`src/rtl/updn_pkg.sv`:
```
package updn_pkg;
    typedef enum logic [1:0] {
        OP_HOLD = 2'd0,
        OP_INC  = 2'd1,
        OP_DEC  = 2'd2
    } step_op_e;
endpackage

```
`src/rtl/updn_step_decode.sv`:
```
module updn_step_decode
    import updn_pkg::*;
(
    input  logic     rst_i,
    input  logic     en_i,
    input  logic     up_i,
    output step_op_e op_o
);
    always_comb begin
        op_o = OP_HOLD;
        if (!rst_i) begin
            unique case ({en_i, up_i})
                2'b11:   op_o = OP_INC;
                2'b10:   op_o = OP_DEC;
                default: op_o = OP_HOLD;
            endcase
        end
    end
endmodule

```
`src/rtl/updn_next_adder.sv`:
```
module updn_next_adder
    import updn_pkg::*;
#(
    parameter int WIDTH = 10
) (
    input  logic [WIDTH-1:0] cur_i,
    input  step_op_e         op_i,
    output logic [WIDTH-1:0] nxt_o,
    output logic             carry_o
);
    localparam logic [WIDTH:0]   ONE_WIDE = {{WIDTH{1'b0}}, 1'b1};
    localparam logic [WIDTH-1:0] ONE      = {{(WIDTH-1){1'b0}}, 1'b1};

    logic [WIDTH:0]   inc_wide;
    logic [WIDTH-1:0] dec_val;

    // Increment one bit wider than the register: the top bit is the carry out.
    assign inc_wide = {1'b0, cur_i} + ONE_WIDE;
    assign dec_val  = cur_i - ONE;
    assign carry_o  = inc_wide[WIDTH];

    always_comb begin
        unique case (op_i)
            OP_INC:  nxt_o = inc_wide[WIDTH-1:0];
            OP_DEC:  nxt_o = dec_val;
            default: nxt_o = cur_i;
        endcase
    end
endmodule

```
`src/rtl/updn_carry_counter.sv`:
```
module updn_carry_counter
    import updn_pkg::*;
#(
    parameter int WIDTH = 10,
    parameter int START = 300
) (
    input  logic             clk_i,
    input  logic             rst_i,
    input  logic             en_i,
    input  logic             up_i,
    output logic [WIDTH-1:0] count_o,
    output logic             tick_o
);
    localparam logic [WIDTH-1:0] START_V = WIDTH'(START);

    step_op_e         op;
    logic [WIDTH-1:0] nxt;
    logic             carry;
    logic [WIDTH-1:0] cnt_q = START_V;

    updn_step_decode u_decode (
        .rst_i (rst_i),
        .en_i  (en_i),
        .up_i  (up_i),
        .op_o  (op)
    );

    updn_next_adder #(.WIDTH(WIDTH)) u_adder (
        .cur_i   (cnt_q),
        .op_i    (op),
        .nxt_o   (nxt),
        .carry_o (carry)
    );

    // State register
    always_ff @(posedge clk_i) begin
        if (rst_i) cnt_q <= START_V;
        else       cnt_q <= nxt;
    end

    // Outputs
    always_comb begin
        count_o = cnt_q;
        tick_o  = carry && (op == OP_INC);
    end
endmodule

```
`config.mk`:
```
export PLATFORM = sky130hd
export DESIGN_NAME = updn_carry_counter
export DESIGN_NICKNAME = d
export VERILOG_FILES = /design/src/rtl/updn_pkg.sv /design/src/rtl/updn_step_decode.sv /design/src/rtl/updn_next_adder.sv /design/src/rtl/updn_carry_counter.sv
export SDC_FILE = /design/constraint.sdc
export NUM_CORES = 1
export LEC_CHECK = 0
export BUFFER_PORTS_ARGS = -buffer_cell sky130_fd_sc_hd__buf_4
export CELL_PAD_IN_SITES_DETAIL_PLACEMENT = 1
export CELL_PAD_IN_SITES_GLOBAL_PLACEMENT = 1
export CORE_MARGIN = 2
export CORE_UTILIZATION = 38
export DETAILED_ROUTE_END_ITERATION = 10
export GPL_TIMING_DRIVEN = 0
export PLACE_DENSITY = 0.81
export SLEW_MARGIN = 20
export SYNTH_ARGS = -nofsm -noshare
export SYNTH_HDL_FRONTEND = slang
export SYNTH_HIERARCHICAL = 1
export SYNTH_SLANG_ARGS = --single-unit
```
`constraint.sdc`:
```
create_clock -name clk_i -period 4.4 [get_ports clk_i]
set_input_delay 0 -clock clk_i [delete_from_list [all_inputs] [get_ports clk_i]]
set_output_delay 0 -clock clk_i [all_outputs]
set_load 0.05 [all_outputs]
```
==> key figures <==
Finish
  – Fill count: 297
  – Post-route cell area: 1060 µm²
  – Seq. cell area: 200 µm²
  – Max FFs per register: 10
  – Commonest cells after routing, fill and taps aside: buf_4, dfxtp_1, nand2_1, inv_1, mux2i_1
  – Final nets: 136
  – Multi-input logic area: 609 µm²
  – Commonest non-fill, non-tap cell in the layout: buf_4
  – Fraction of layout cells with a size suffix above 1: 22.2%
  – Synthesis-to-finish area growth: 19.4%
  – Fin cells: 154
  – Antenna Cells: 0

Power and ir drop
  – Combinational share of power: 27.7%
  – Cell-internal power: 150 µW
  – Worst vdd ir: 0.000124 V
  – Leakage power: 0.000434 µW
  – Total power: 229 µW
  – Sw power: 79.4 µW
  – Flop pwr share: 43.3%
  – Sw frac: 34.6%
  – Clk pwr share: 28.9%
  – Pwr dens: 216 nW/µm²

Clock tree
  – Clk Latency, worst-skew pair: 270 ps
  – # H-tree levels: 1
  – Postcts setup bufs: 0
  – CTS tree: done
  – Clk sinks: 10
  – Clock transition at path regs: 70 ps
  – TritonCTS buffer count: 3
  – Clock Tree Root: clkbuf_4
  – Clock buffer depth: 2

Setup path
  – Worst setup SP type: primary input
  – Worst setup EP type: register
  – Crit Path Max Fanout: 12
  – Kind of critical path: primary input to register
  – WP data arrival: 2320 ps
  – Critical path required time: 4560 ps

Floorplan
  – Die height: 52.4 µm
  – # rows: 17
  – Core box area: 2210 µm²
  – Initial core utilization: 40.3%
  – Io pins: 15
  – Die ar.: 2750 µm²
  – Die width: 52.4 µm

Synth
  – Sequential-to-total area share from yosys stat: 22.5%
  – Async SR Flop Fraction: 0%
  – #FFs+latches synth: 10
  – Area leader, netlist: dfxtp_1
  – Mapped Area: 891 µm²
  – Share of Yosys cell area claimed by the top area cell type: 22.5%
  – Largest cells by area after synthesis: dfxtp_1, mux2i_1, ha_1
  – Synth Net Count: 116
  – Synth warnings: 6
  – Post-synthesis average cell area: 8.25 µm²
  – Synth Instances: 108
  – Yosys cell types: 41
  – Post-synth EDFFs: 0
  – Main flop type after synthesis: dfxtp_1

Route
  – Met3 WL: 85 µm
  – WL/cell: 15.6 µm
  – Antenna Nets Post-Route: 0
  – Pre-antenna DRT Iters: 4
  – Met2 Wirelength: 1170 µm
  – Avg Vias per Cell: 5.90
  – DR iter-0 viols: 21
  – DRT met1 WL: 1090 µm
  – Highest Signal Layer: met4
  – Total DRC errors in the routed layout: 0
  – Detailed-route via count: 908
  – Final wirelength: 2400 µm

Job
  – Max-Cap Viols: 0

Global routing
  – Overflow after GRT: 0
  – Tot GR Track Use: 20.1%
  – First-pass GRT wire length: 4110 µm
  – Antenna violations before repair: 0
  – Largest net degree at the start of global routing: 13
  – Vias in the first global route: 894

STA
  – Slew at the pin closest to its max-slew limit: 489 ps
  – Setup violators final: 0
  – FMAX: 464 MHz
  – RSZ-0062 raised after global routing: no
  – Final hold vios: 0
  – Final worst setup slack: 2240 ps
  – Pins over their slew limit: 0
  – Clock Skew: 4.75 ps
  – Worst slew margin: 67.4%
  – Sum of negative setup slack: 0 ps
  – Fin crit share: 49.0%
  – Min cycle time layout: 2160 ps

Hold path
  – Hold WC Path Type: primary input to register

Placement
  – GPL Wtd Cong: 0.803
  – Placed inst area: 1030 µm²
  – # port buffers: 14
  – Pre-CTS setup slack: 2300 ps
  – # placed instances: 150
  – Dpl hpwl: 1760 µm

Run status
  – Status: completed
## critical path, cell delays in order
cell,delay [ps]
dlygate4sd3_1,530
buf_4,180
and3b_1,280
inv_1,60
ha_1,300
clkbuf_8,170
nor2_1,60
mux2_1,290
a221o_2,320
nor2b_1,120
## metal layers
metal  track usage [%]  vias up
li1                  -      443
met5                 0        -
met1              26.2      438
met3              3.14        7
met4              8.12        0
met2              32.5       20
## cell families after synthesis
logic type	Yosys count	synth area share [%]
AND/OR/NAND/NOR	47	34.0
buffers and inverters	14	9.13
multiplexers	9	10.4
AO/OA/AOI/OAI	24	18.4
flip-flops	10	22.5
adder cells (fa/ha/maj)	4	5.62
## through the flow
step,utilization [%],hold WS (ps)
floorplan,-,71.6
global placement,46.6,282
detailed placement,46.6,289
CTS,48.1,487
global route,48.1,553
finish,48.1,494
## final cells by class
type | instances | area share, %
repair buffers | 15 | 10.8
clock buffers | 3 | 2.12
inverters | 7 | 2.47
well taps | 28 | 3.29
plain buffers | 7 | 5.18
flip-flops and latches | 10 | 18.8
multi-input cells | 84 | 57.3
## synth_stat cells (3+ instances only)
master / number
o21ai_0: 5
a21oi_1: 5
dfxtp_1: 10
mux2i_1: 7
ha_1: 4
clkbuf_1: 3
or2_1: 4
nor2_1: 6
inv_1: 7
nor2b_1: 6
nand2_1: 8
o22ai_1: 3
nand3_1: 4
## power groups by stage
stage / Sequential, µW / Clock (µW) / Combinational [µW]
2_1_floorplan: 113 / 0 / 32.5
3_3_place_gp: 101 / 0 / 60.8
3_5_place_dp: 101 / 0 / 62.6
4_1_cts: 99.2 / 70.1 / 63.7
5_1_grt: 99.9 / 74.5 / 69.8
6_report: 99.4 / 66.4 / 63.7
## what timing repair did
item,CTS,global route
hold buffers,1,0
gates resized for setup,0,0
hold endpoints to repair,5,0
## final timing paths
| path | startpoint | endpoint | slack, ps | cells after the start |
|---|---|---|---|---|
| min reg2reg | count_o[1] | count_o[1] | 700 | 3 |
| min | up_i | count_o[8] | 490 | 7 |
| max | rst_i | count_o[9] | 2240 | 10 |
| max reg2reg | count_o[1] | count_o[9] | 2280 | 5 |
Note: power is estimated with default switching activity, not from simulation.
